## config.mk

```make
export PLATFORM = sky130hd
export DESIGN_NAME = pad6_responder
export DESIGN_NICKNAME = d
export VERILOG_FILES = /design/src/rtl/pad6_pkg.sv /design/src/rtl/pad6_edge.sv /design/src/rtl/pad6_idle.sv /design/src/rtl/pad6_phase.sv /design/src/rtl/pad6_responder.sv
export SDC_FILE = /design/constraint.sdc
export NUM_CORES = 1
export LEC_CHECK = 0
export BUFFER_PORTS_ARGS = -buffer_cell sky130_fd_sc_hd__buf_2
export CORE_MARGIN = 2
export CORE_UTILIZATION = 52
export DETAILED_ROUTE_END_ITERATION = 10
export GPL_TIMING_DRIVEN = 0
export PLACE_DENSITY = 0.84
export SLEW_MARGIN = 20
export SYNTH_ARGS = -nofsm -noshare
export SYNTH_HDL_FRONTEND = slang
export SYNTH_SLANG_ARGS = --single-unit
```

## constraint.sdc

```tcl
create_clock -name clk -period 4.1 [get_ports clk]
set_input_delay 0 -clock clk [delete_from_list [all_inputs] [get_ports clk]]
set_output_delay 0 -clock clk [all_outputs]
set_load 0.05 [all_outputs]
```

## src/rtl/pad6_pkg.sv

```systemverilog
package pad6_pkg;
  localparam int BTN_N   = 12;
  localparam int PHASE_W = 2;
  localparam int OUT_W   = 7;
  localparam logic [PHASE_W-1:0] PHASE_MAX = '1;

  // Output word for one read: select echo plus six active-low data bits.
  function automatic logic [OUT_W-1:0] pad_view(
    input logic [BTN_N-1:0]   btn,
    input logic               sel,
    input logic [PHASE_W-1:0] phase,
    input logic               six
  );
    logic [BTN_N-1:0] n;
    logic [5:0] d;
    n = ~btn;
    if (six && phase == 2'd3)
      d = sel ? {n[5], n[4], n[11:8]} : {n[7], n[6], 4'hF};
    else if (six && phase == 2'd2 && !sel)
      d = {n[7], n[6], 4'h0};
    else
      d = sel ? n[5:0] : {n[7], n[6], 2'b00, n[1], n[0]};
    return {sel, d};
  endfunction

  // Next phase: a select rise wins, saturating; a timeout returns to zero.
  function automatic logic [PHASE_W-1:0] phase_next(
    input logic [PHASE_W-1:0] phase,
    input logic               rise,
    input logic               timeout
  );
    if (rise)
      return (phase == PHASE_MAX) ? phase : phase + 1'b1;
    else if (timeout)
      return '0;
    return phase;
  endfunction
endpackage

```

## src/rtl/pad6_edge.sv

```systemverilog
module pad6_edge (
  input  logic clk,
  input  logic rst_n,
  input  logic sel_in,
  output logic sel_rise
);
  logic sel_q;

  always_ff @(posedge clk) begin
    if (!rst_n) sel_q <= 1'b1;
    else        sel_q <= sel_in;
  end

  assign sel_rise = sel_in & ~sel_q;

  AST_RISE_NEEDS_LOW: assert property (@(posedge clk) disable iff (!rst_n)
    sel_rise |=> !$past(sel_in, 2) || $past(sel_rise) == 1'b0);
endmodule

```

## src/rtl/pad6_idle.sv

```systemverilog
module pad6_idle #(
  parameter int IDLE_W = 8
) (
  input  logic              clk,
  input  logic              rst_n,
  input  logic              host_wr,
  input  logic              sel_rise,
  input  logic [IDLE_W-1:0] idle_limit,
  output logic              idle_timeout
);
  logic [IDLE_W-1:0] idle_cnt;
  logic              idle_clear;
  logic              idle_full;

  assign idle_clear   = host_wr | sel_rise;
  assign idle_full    = (idle_cnt >= idle_limit);
  assign idle_timeout = ~idle_clear & idle_full;

  always_ff @(posedge clk) begin
    if (!rst_n)          idle_cnt <= '0;
    else if (idle_clear) idle_cnt <= '0;
    else if (!idle_full) idle_cnt <= idle_cnt + 1'b1;
  end

  AST_IDLE_CLEAR: assert property (@(posedge clk) disable iff (!rst_n)
    host_wr |=> idle_cnt == '0);
  AST_IDLE_COUNT: assert property (@(posedge clk) disable iff (!rst_n)
    (!host_wr && !sel_rise && idle_cnt < idle_limit) |=> idle_cnt == $past(idle_cnt) + 1'b1);
  AST_IDLE_NO_WRAP: assert property (@(posedge clk) disable iff (!rst_n)
    (!idle_clear && idle_full && $stable(idle_limit)) |=> idle_cnt == $past(idle_cnt));
endmodule

```

## src/rtl/pad6_phase.sv

```systemverilog
module pad6_phase
  import pad6_pkg::*;
(
  input  logic               clk,
  input  logic               rst_n,
  input  logic               sel_rise,
  input  logic               idle_timeout,
  output logic [PHASE_W-1:0] phase
);
  always_ff @(posedge clk) begin
    if (!rst_n) phase <= '0;
    else        phase <= phase_next(phase, sel_rise, idle_timeout);
  end

  AST_PHASE_STEP: assert property (@(posedge clk) disable iff (!rst_n)
    (sel_rise && phase != PHASE_MAX) |=> phase == $past(phase) + 1'b1);
  AST_PHASE_SAT: assert property (@(posedge clk) disable iff (!rst_n)
    (sel_rise && phase == PHASE_MAX) |=> phase == PHASE_MAX);
  AST_PHASE_TIMEOUT: assert property (@(posedge clk) disable iff (!rst_n)
    idle_timeout |=> phase == '0);
  AST_PHASE_HOLD: assert property (@(posedge clk) disable iff (!rst_n)
    (!sel_rise && !idle_timeout) |=> $stable(phase));
endmodule

```

## src/rtl/pad6_responder.sv

```systemverilog
module pad6_responder
  import pad6_pkg::*;
#(
  parameter int IDLE_W = 8
) (
  input  logic              clk,
  input  logic              rst_n,
  input  logic              six_mode,
  input  logic              sel_in,
  input  logic              host_wr,
  input  logic [IDLE_W-1:0] idle_limit,
  input  logic [BTN_N-1:0]  btn_in,
  output logic [OUT_W-1:0]  pad_out
);
  logic               sel_rise;
  logic               idle_timeout;
  logic [PHASE_W-1:0] phase;

  pad6_edge u_edge (
    .clk      (clk),
    .rst_n    (rst_n),
    .sel_in   (sel_in),
    .sel_rise (sel_rise)
  );

  pad6_idle #(.IDLE_W(IDLE_W)) u_idle (
    .clk          (clk),
    .rst_n        (rst_n),
    .host_wr      (host_wr),
    .sel_rise     (sel_rise),
    .idle_limit   (idle_limit),
    .idle_timeout (idle_timeout)
  );

  pad6_phase u_phase (
    .clk          (clk),
    .rst_n        (rst_n),
    .sel_rise     (sel_rise),
    .idle_timeout (idle_timeout),
    .phase        (phase)
  );

  assign pad_out = pad_view(btn_in, sel_in, phase, six_mode);

  AST_SEL_ECHO: assert property (@(posedge clk) disable iff (!rst_n)
    pad_out[6] == sel_in);
  AST_THREE_LOW_ZERO: assert property (@(posedge clk) disable iff (!rst_n)
    (!six_mode && !sel_in) |-> pad_out[3:2] == 2'b00);
  AST_THREE_HIGH_DPAD: assert property (@(posedge clk) disable iff (!rst_n)
    (!six_mode && sel_in) |-> pad_out[3:0] == ~btn_in[3:0]);
  AST_MARKER_PHASE: assert property (@(posedge clk) disable iff (!rst_n)
    (six_mode && !sel_in && pad_out[3:0] == 4'hF) |-> phase == PHASE_MAX);
endmodule

```

==> results of run 1 <==
[metal layers]
layer  global-route usage [%]  part of all wire (%)  routed length [um]  vias up
li1                         -                     -                   -      463
met1                     24.8                    41                 812      410
met2                     43.8                    49                 973       51
met3                     6.00                    10                 205        4
met4                     3.53                  0.50                  10        0
met5                        0                     0                   0        -
[area by class of cell]
| class | count | area (um2) | share of cell area [%] |
|---|---|---|---|
| multi-input combinational | 83 | 581 | 54.1 |
| timing repair buffer | 31 | 160 | 14.9 |
| inverter | 10 | 37.5 | 3.50 |
| clock buffer | 4 | 26.3 | 2.45 |
| sequential | 11 | 220 | 20.5 |
| buffer | 4 | 27.5 | 2.57 |
| tap | 16 | 20.0 | 1.87 |
[worst paths after layout]
path | start | to
min reg2reg | u_idle.idle_cnt[7] | u_idle.idle_cnt[7]
max | u_idle.idle_cnt[2] | u_phase.phase[1]
max reg2reg | u_idle.idle_cnt[2] | u_phase.phase[1]
min | sel_in | u_edge.sel_q
[flip-flops by register name, indices dropped and copies added, names as in the netlist]
signal           cells
u_edge.sel_q         1
u_idle.idle_cnt      8
u_phase.phase        2
[layout by cell type, fill, tap and decap left out, types with 2 or more instances in the layout]
master	netlist	layout
inv_1	10	10
nand4_1	4	4
a21oi_1	9	9
nand2b_1	5	5
nor2b_1	2	2
buf_2	0	30
nor2_1	7	7
and3_1	2	2
o21ai_0	7	7
or4_1	2	2
nand2_1	7	7
mux2i_1	2	2
clkbuf_4	0	3
a22oi_1	2	2
clkbuf_1	1	2
a221oi_1	2	2
dfxtp_1	11	11
ha_1	11	11
or3_1	6	6
[power groups by stage]
| stage | registers, mW | logic [mW] | clock network (mW) |
|---|---|---|---|
| floorplan | 0.113 | 0.0390 | 0 |
| global route | 0.112 | 0.0661 | 0.0778 |
| finish | 0.111 | 0.0595 | 0.0719 |
| detailed placement | 0.114 | 0.0588 | 0 |
| CTS | 0.111 | 0.0598 | 0.0754 |
| global placement | 0.113 | 0.0566 | 0 |
[worst max-delay path, cell delays in order, from the launching register on]
cell and delay, ns:
dfxtp_1 0.36, ha_1 0.21, or4_1 0.49, a21oi_1 0.16, and4b_1 0.23, buf_6 0.13
clkbuf_2 0.17, nand4b_1 0.19, a21boi_1 0.15
[metrics by stage]
step	std cells	power, mW
floorplan	108	0.152
global placement	154	0.170
detailed placement	154	0.173
CTS	159	0.246
global route	159	0.256
finish	159	0.243
[cells by family (layout without fill, tap and decap cells)]
logic type,Yosys count,count (layout),synth area share [%]
and+or+nand+nor,43,43,28.6
AOI/OAI and AO/OA,27,27,20.2
buffers and inverters,14,49,7.51
adders and majority gates,11,11,15.9
DFF,11,11,25.4
muxes,2,2,2.31
==> flow_metrics.py, run 1 <==
metrics = {
    "run_status": {
        "status": "complete, no violations",
    },
    "cts": {
        "clockRootBuffer": "clkbuf_4",
        "numCtsBuffers": 3,
        "post_cts_resized": 0,
        "insertion_delay_ns": 0.27,
        "cts_setup_buffers": 0,
        "clk_path_buf_depth": 2,
        "cts_num_sinks": 11,
        "ctsHoldBuffers": 1,
        "h-tree-depth": 1,
        "tritoncts": "built",
        "clkSlewWorstSetupHoldPaths_ns": 0.07,
    },
    "pwr": {
        "ir_drop_v": 0.000210,
        "p_int_uw": 171,
        "switching_share_pct": 29.6,
        "seqPwrFrac_pct": 45.9,
        "p_per_area_nw_per_um2": 226,
        "leakage_nw": 0.544,
        "switching_power_uw": 71.9,
        "clkPwrFrac_pct": 29.6,
        "power.share.combinational_pct": 24.5,
    },
    "worst_setup_path": {
        "cp-end-kind": "flip-flop",
        "crit_type": "flip-flop to flip-flop",
        "required_ns": 4.29,
        "startpoint_type": "flip-flop",
        "rrSetupSlack_ns": 1.92,
        "r2r_cells": 8,
        "arrival_ns": 2.37,
        "path_max_fanout": 10,
    },
    "floorplan": {
        "initial_utilization_pct": 56.2,
        "placementRows": 14,
        "io_pins": 32,
        "die_w_um": 44.8,
        "core_area_um2": 1540,
        "dieArea_um2": 2010,
        "dieHeight_um": 44.8,
    },
    "grt": {
        "antenna_found_initial": 0,
        "grt_pass1_vias": 851,
        "grt_overflow": 0,
        "grt_first_pass_wirelength_mm": 3.40,
        "gr-usage-all-layers_pct": 22.6,
        "grt_max_degree": 11,
    },
    "synth": {
        "yosysSeqAreaShare_pct": 25.4,
        "synth_area_leaders": "dfxtp_1 (25%), ha_1 (16%), a21oi_1 (5.2%)",
        "synth_seq_cells": 11,
        "synth-edff-count": 0,
        "synth_ff_type": "dfxtp_1",
        "yosys_warnings": 0,
        "synth_fp_nets": 144,
        "synth_cells": 108,
        "async_flop_share_pct": 0,
        "yosys-top-cells-count": "dfxtp_1 (11), ha_1 (11), inv_1 (10)",
        "syn_area_per_cell_um2": 8.02,
        "yosys.cell_types.count": 35,
        "mappedNetlistArea_um2": 866,
        "synth_top_cell_area_share_pct": 25.4,
        "yosysTopAreaCell": "dfxtp_1",
    },
    "placed_design": {
        "preCtsSetupSlack_ns": 1.96,
        "postPlaceCellArea_um2": 1040,
        "hpwl_mm": 1.56,
        "io_buffers": 30,
        "place_congestion": 0.804,
    },
    "layout": {
        "drive_gt1_share_pct": 27.3,
        "num-fill-cells": 137,
        "final_util_pct": 69.6,
        "diodes": 0,
        "nets": 180,
        "areaGrowthSynthToFinish_pct": 23.8,
        "post-route-cell-area_um2": 1070,
    },
    "timing": {
        "finClkSkew_ns": 0.00947,
        "fin_hold_ws_ns": 0.161,
        "hold_viol": 0,
        "worst_slew_pin_slew_ns": 0.564,
        "setup-tns-final_ns": 0,
        "fin_ws_ns": 1.92,
        "drv_slew": 0,
        "max_freq_mhz": 459,
        "rsz0062_at_grt": "no",
        "fin_crit_sh_pct": 53.2,
        "finalSetupViolCount": 0,
        "fin_crit_ns": 2.18,
        "maxSlewHeadroom_pct": 62.4,
    },
    "route": {
        "drt_iter0_markers": 21,
        "routed_wl_mm": 2.00,
        "viasPerCell": 5.84,
        "vias": 928,
        "routedWlPerCell_um": 12.6,
        "drt_pass1_iterations": 5,
        "drtAntennaViolNets": 0,
        "drc": 0,
    },
    "hold_path": {
        "hold_depth": 2,
        "hp-class": "input pin to flip-flop",
    },
    "run": {
        "max_cap_violations": 0,
    },
}
Note: power is estimated with default switching activity, not from simulation.
==> run 2, diff against run 1 <==
CORE_UTILIZATION = 43   (was 52)
PLACE_DENSITY = 0.74   (was 0.84)
clock period = 2 ns   (was 4.1 ns; I/O delays follow)
==> run 2 against run 1 <==
Net effect: first-iteration DRC count grew 14%; register-to-register slack lost 1.9 ns; clock-buffer cell count is the same; total power is 110% higher; the run now ends with negative setup slack left; critical endpoint is now u_idle.idle_cnt[6]; via count grew 1.7%; highest routed layer unchanged.
==> flow_metrics.py, run 2 (same netlist as run 1, synthesis figures left out) <==
metrics = {
    "run_status": {
        "status": "complete, but fails checks",
        "violations": "negative setup slack",
    },
    "layout": {
        "stdcell_count": 177,
        "largest_reg_flops": 8,
        "layout_common_cells": "buf_2 (30), inv_1 (10), ha_1 (8)",
        "num-fill-cells": 170,
        "reg_top3": "u_idle.idle_cnt x8, u_phase.phase x2, u_edge.sel_q x1",
        "largest_register": "u_idle.idle_cnt",
        "areaGrowthSynthToFinish_pct": 40.8,
        "nets": 187,
        "mostFrequentLayoutCell": "buf_2",
        "seq_area_um2": 228,
        "diodes": 0,
        "multi_input_area_um2": 656,
        "drive_gt1_share_pct": 40.7,
    },
    "timing": {
        "max_freq_mhz": 496,
        "maxSlewHeadroom_pct": 76.1,
        "rsz0062_at_grt": "yes",
        "drv_slew": 0,
        "fin_crit_sh_pct": 101,
        "finClkSkew_ns": 0.00108,
        "fin_crit_ns": 2.01,
        "fin_ws_ns": -0.0143,
        "finalSetupViolCount": 5,
        "worst_slew_pin_slew_ns": 0.359,
        "hold_viol": 0,
    },
    "pwr": {
        "leakage_nw": 0.574,
        "switching_share_pct": 30.6,
        "p_per_area_nw_per_um2": 418,
        "switching_power_uw": 156,
        "power.share.combinational_pct": 25.8,
        "seqPwrFrac_pct": 44.5,
        "p_int_uw": 353,
        "ir_drop_v": 0.000465,
        "clkPwrFrac_pct": 29.6,
    },
    "grt": {
        "antenna_found_initial": 0,
        "grt_max_degree": 9,
        "gr-usage-all-layers_pct": 19.0,
        "grt_overflow": 0,
        "grt_first_pass_wirelength_mm": 3.68,
        "grt_pass1_vias": 913,
    },
    "hold_path": {
        "hold_start": "sel_in",
        "hp-class": "input pin to flip-flop",
    },
    "route": {
        "routedWlPerCell_um": 12.1,
        "drc": 0,
        "viasPerCell": 5.33,
        "drtAntennaViolNets": 0,
        "drt_pass1_iterations": 4,
        "routed_wl_mm": 2.15,
        "drt_iter0_markers": 24,
        "vias": 944,
    },
    "floorplan": {
        "initial_utilization_pct": 45.1,
        "dieHeight_um": 48.9,
        "die_w_um": 48.9,
        "core_area_um2": 1920,
        "io_pins": 32,
        "dieArea_um2": 2390,
        "placementRows": 16,
    },
    "worst_setup_path": {
        "rrSetupSlack_ns": -0.01,
        "path_max_fanout": 6,
        "rr_endpoint": "u_idle.idle_cnt[6]",
        "timing.rr.start": "u_idle.idle_cnt[4]",
        "crit_chain": "ha_4, or4_4, a21oi_4, and4b_2, clkbuf_4, o21ai_1, a21oi_2",
        "startpoint_type": "flip-flop",
        "arrival_ns": 2.16,
        "critPathLaunch": "u_idle.idle_cnt[4]",
        "crit_type": "flip-flop to flip-flop",
        "required_ns": 2.15,
        "cp_slowest_cell": "or4_4",
        "r2r_cells": 7,
        "cp-endpoint": "u_idle.idle_cnt[6]",
        "cp-end-kind": "flip-flop",
        "critPathMaxStageDelay_ns": 0.53,
    },
    "cts": {
        "clockRootBuffer": "clkbuf_4",
        "insertion_delay_ns": 0.26,
        "clkSlewWorstSetupHoldPaths_ns": 0.07,
        "tritoncts": "built",
        "cts_num_sinks": 11,
        "h-tree-depth": 1,
        "numCtsBuffers": 3,
        "clk_path_buf_depth": 2,
    },
    "placed_design": {
        "io_buffers": 30,
        "hpwl_mm": 1.44,
        "preCtsSetupSlack_ns": -0.122,
        "place_congestion": 0.856,
        "placedCellCount": 165,
    },
    "run": {
        "max_cap_violations": 0,
    },
}
-- run 2: cell count changes in the layout (fill, tap and decap cells not counted), sizes merged --
| cell | previous run | this run |
|---|---|---|
| clkbuf | 6 | 7 |
| buf | 32 | 37 |
| and4b | 1 | 2 |
-- run 2: layer usage --
layer	wire (um)	global-route usage, %	part of all wire [%]
met1	887	21.5	41
met2	1090	35.4	51
met3	165	5.83	7.7
met4	7	2.86	0.33
met5	0	0	0
-- run 2: cell type report --
type | count | share of cell area (%)
Timing Repair Buffer | 38 | 17.5
Sequential cell | 11 | 18.7
Clock buffer | 4 | 2.16
Multi-Input combinational cell | 84 | 53.8
Buffer | 3 | 2.05
Tap cell | 27 | 2.77
Inverter | 10 | 3.08
-- run 2: timing repair --
item / 4_1_cts / 5_1_grt
hold buffers: 1 / 0
buffers inserted: 1 / 5
setup endpoints to repair: 9 / 9
cloned: 2 / 0
gates resized for setup: 17 / 10
pin swaps: 13 / 3
endpoints found under the hold margin: 1 / 0
-- run 2: worst min path at each step --
stage	end	slack [ns]	depth (start not counted)
after floorplan	u_edge.sel_q	0.07	1
after global placement	u_edge.sel_q	0.22	2
after detailed placement	u_edge.sel_q	0.22	2
after CTS	u_edge.sel_q	0.14	2
after global routing	u_edge.sel_q	0.14	2
final	u_edge.sel_q	0.14	2
-- run 2: stage by stage --
stage | setup TNS [ns] | power [mW] | util (%) | hold WS [ns] | instance area [um2]
final | -0.0464 | 0.509 | 63.4 | 0.138 | 1220
after global routing | -0.663 | 0.541 | 63.4 | 0.144 | 1220
after CTS | -0.00565 | 0.513 | 60.5 | 0.137 | 1160
after detailed placement | -0.765 | 0.352 | 54.6 | 0.223 | 1050
after global placement | -0.538 | 0.349 | 54.6 | 0.221 | 1050
after floorplan | 0 | 0.312 | - | 0.0737 | 866
-- run 2: worst max-delay path, delay by kind of cell (launching register included) --
kind | cells | cell delay, ns
AOI/OAI and AO/OA | 3 | 0.39
DFF | 1 | 0.36
adders and majority gates | 1 | 0.16
buffers and inverters | 1 | 0.18
and+or+nand+nor | 2 | 0.81
-- run 2: power by group through the flow --
stage	clock network (mW)	registers, mW	logic (mW)
global placement	0	0.232	0.116
CTS	0.156	0.226	0.130
detailed placement	0	0.233	0.119
global route	0.169	0.227	0.144
finish	0.151	0.227	0.131
floorplan	0	0.232	0.0800
==> run 3, diff against run 2 <==
--- a/constraint.sdc
+++ b/constraint.sdc
@@ -3,2 +3,2 @@
 set_output_delay 0 -clock clk [all_outputs]
-set_load 0.05 [all_outputs]
+set_load 0.1 [all_outputs]
==> run 3 against run 2 <==
Net effect: the run still ends with negative setup slack left; combinational power increased by 34%; die area unchanged; core utilization rose by 0.13 points; critical path type unchanged.
==> flow_metrics.py, run 3 (same netlist as run 1, synthesis figures left out) <==
metrics = {
    "layout": {
        "areaGrowthSynthToFinish_pct": 41.0,
        "final_util_pct": 63.5,
        "multi_input_area_um2": 668,
        "largest_register": "u_idle.idle_cnt",
        "diodes": 0,
        "num-fill-cells": 181,
        "drive_gt1_share_pct": 39.9,
        "seq_area_um2": 230,
        "nets": 185,
        "largest_reg_flops": 8,
        "reg_top3": "u_idle.idle_cnt x8, u_phase.phase x2, u_edge.sel_q x1",
        "mostFrequentLayoutCell": "buf_2",
        "stdcell_count": 175,
        "layout_common_cells": "buf_2 (30), inv_1 (10), ha_1 (8)",
    },
    "placed_design": {
        "placedCellCount": 165,
        "preCtsSetupSlack_ns": -0.118,
        "place_congestion": 0.809,
        "hpwl_mm": 1.50,
        "io_buffers": 30,
    },
    "grt": {
        "grt_first_pass_wirelength_mm": 3.79,
        "gr-usage-all-layers_pct": 19.8,
        "met1_usage_pct": 23.2,
        "use_met2_pct": 36.3,
        "antenna_found_initial": 0,
        "grt_overflow": 0,
        "grt_pass1_vias": 896,
        "met3_usage_pct": 3.37,
        "top_usage_layer": "met2",
        "grt_max_degree": 11,
    },
    "floorplan": {
        "initial_utilization_pct": 45.1,
        "core_area_um2": 1920,
        "dieHeight_um": 48.9,
        "placementRows": 16,
        "die_w_um": 48.9,
        "dieArea_um2": 2390,
        "io_pins": 32,
    },
    "route": {
        "viasPerCell": 5.34,
        "routed_wl_mm": 2.21,
        "drt_pass1_iterations": 4,
        "vias": 934,
        "routedWlPerCell_um": 12.6,
        "drc": 0,
        "drtAntennaViolNets": 0,
        "drt_iter0_markers": 9,
    },
    "cts": {
        "numCtsBuffers": 3,
        "insertion_delay_ns": 0.28,
        "clkSlewWorstSetupHoldPaths_ns": 0.08,
        "clk_path_buf_depth": 2,
        "tritoncts": "built",
        "clockRootBuffer": "clkbuf_4",
        "cts_num_sinks": 11,
        "h-tree-depth": 1,
    },
    "timing": {
        "worst_slew_pin_slew_ns": 0.499,
        "drv_slew": 0,
        "finClkSkew_ns": 0.00963,
        "maxSlewHeadroom_pct": 66.9,
        "fin_ws_ns": -0.0283,
        "rsz0062_at_grt": "yes",
        "setup-tns-final_ns": -0.128,
        "fin_crit_ns": 2.03,
        "finalSetupViolCount": 7,
        "max_freq_mhz": 493,
        "hold_viol": 0,
        "fin_crit_sh_pct": 101,
    },
    "worst_setup_path": {
        "rr_endpoint": "u_idle.idle_cnt[6]",
        "cp.buffers_inverters": 0,
        "crit_type": "flip-flop to flip-flop",
        "r2r_cells": 6,
        "cpLargestDelayFamily": "simple AND/OR/NAND/NOR gates",
        "rrSetupSlack_ns": -0.03,
        "critPathLaunch": "u_idle.idle_cnt[2]",
        "crit_cells": 6,
        "timing.rr.start": "u_idle.idle_cnt[2]",
        "crit_chain": "ha_4, or4_4, a21oi_4, and4b_2, or3_4, a21oi_2",
        "cp_slowest_cell": "or4_4",
        "arrival_ns": 2.23,
        "path_max_fanout": 5,
        "required_ns": 2.20,
        "critPathMaxStageDelay_ns": 0.54,
        "startpoint_type": "flip-flop",
        "cp-end-kind": "flip-flop",
    },
    "run_status": {
        "violations": "negative setup slack",
        "status": "complete, but fails checks",
    },
    "pwr": {
        "ir_drop_v": 0.000311,
        "leakage_nw": 0.578,
        "p_per_area_nw_per_um2": 453,
    },
    "run": {
        "max_cap_violations": 0,
    },
    "hold_path": {
        "hold_start": "sel_in",
        "hp-class": "input pin to flip-flop",
        "min_to": "u_edge.sel_q",
        "hold_depth": 2,
    },
}
run 3: metrics by stage:
stage	power (mW)	area, um2	hold WS, ns
after floorplan	0.349	878	0.0737
after global placement	0.388	1060	0.224
after detailed placement	0.392	1060	0.233
after CTS	0.551	1170	0.123
after global routing	0.581	1220	0.155
final	0.553	1220	0.117
run 3: worst max-delay path by stage:
stage                    endpoint  slack [ns]
6_report       u_idle.idle_cnt[6]       -0.03
5_1_grt          u_phase.phase[1]       -0.08
4_1_cts        u_idle.idle_cnt[7]       -0.03
3_5_place_dp   u_idle.idle_cnt[3]       -0.12
3_3_place_gp     u_phase.phase[1]       -0.11
2_1_floorplan          pad_out[2]       -0.30
run 3: routing by layer:
| layer | vias up | share of wire, % |
|---|---|---|
| met5 | - | 0 |
| met4 | 0 | 0.95 |
| met3 | 3 | 3.8 |
| met2 | 20 | 51 |
| met1 | 433 | 44 |
| li1 | 478 | - |
run 3: area by class of cell:
class,instances,share of cell area [%]
multi-input cells,84,54.7
flip-flops and latches,11,18.9
repair buffers,36,16.2
inverters,10,3.07
well taps,27,2.77
plain buffers,3,2.15
clock buffers,3,1.84
clock inverters,1,0.410
run 3: power by group:
part	internal (mW)	switching (mW)	total (mW)
Clock	0.0742	0.0790	0.153
Combinational	0.0563	0.119	0.175
Sequential	0.221	0.00341	0.225
run 3: worst reg2reg max path: stages (launching register included):
cell     delay [ns]
dfxtp_4        0.36
ha_4           0.15
or4_4          0.54
a21oi_4        0.14
and4b_2        0.29
or3_4          0.34
a21oi_2        0.13
run 3: what timing repair did:
action	4_1_cts	5_1_grt
setup buffers	2	3
endpoints found under the setup margin	9	9
hold endpoints to repair	1	0
hold buffers	1	0
resized for setup	14	8
gates cloned	1	0
pin swaps	8	10
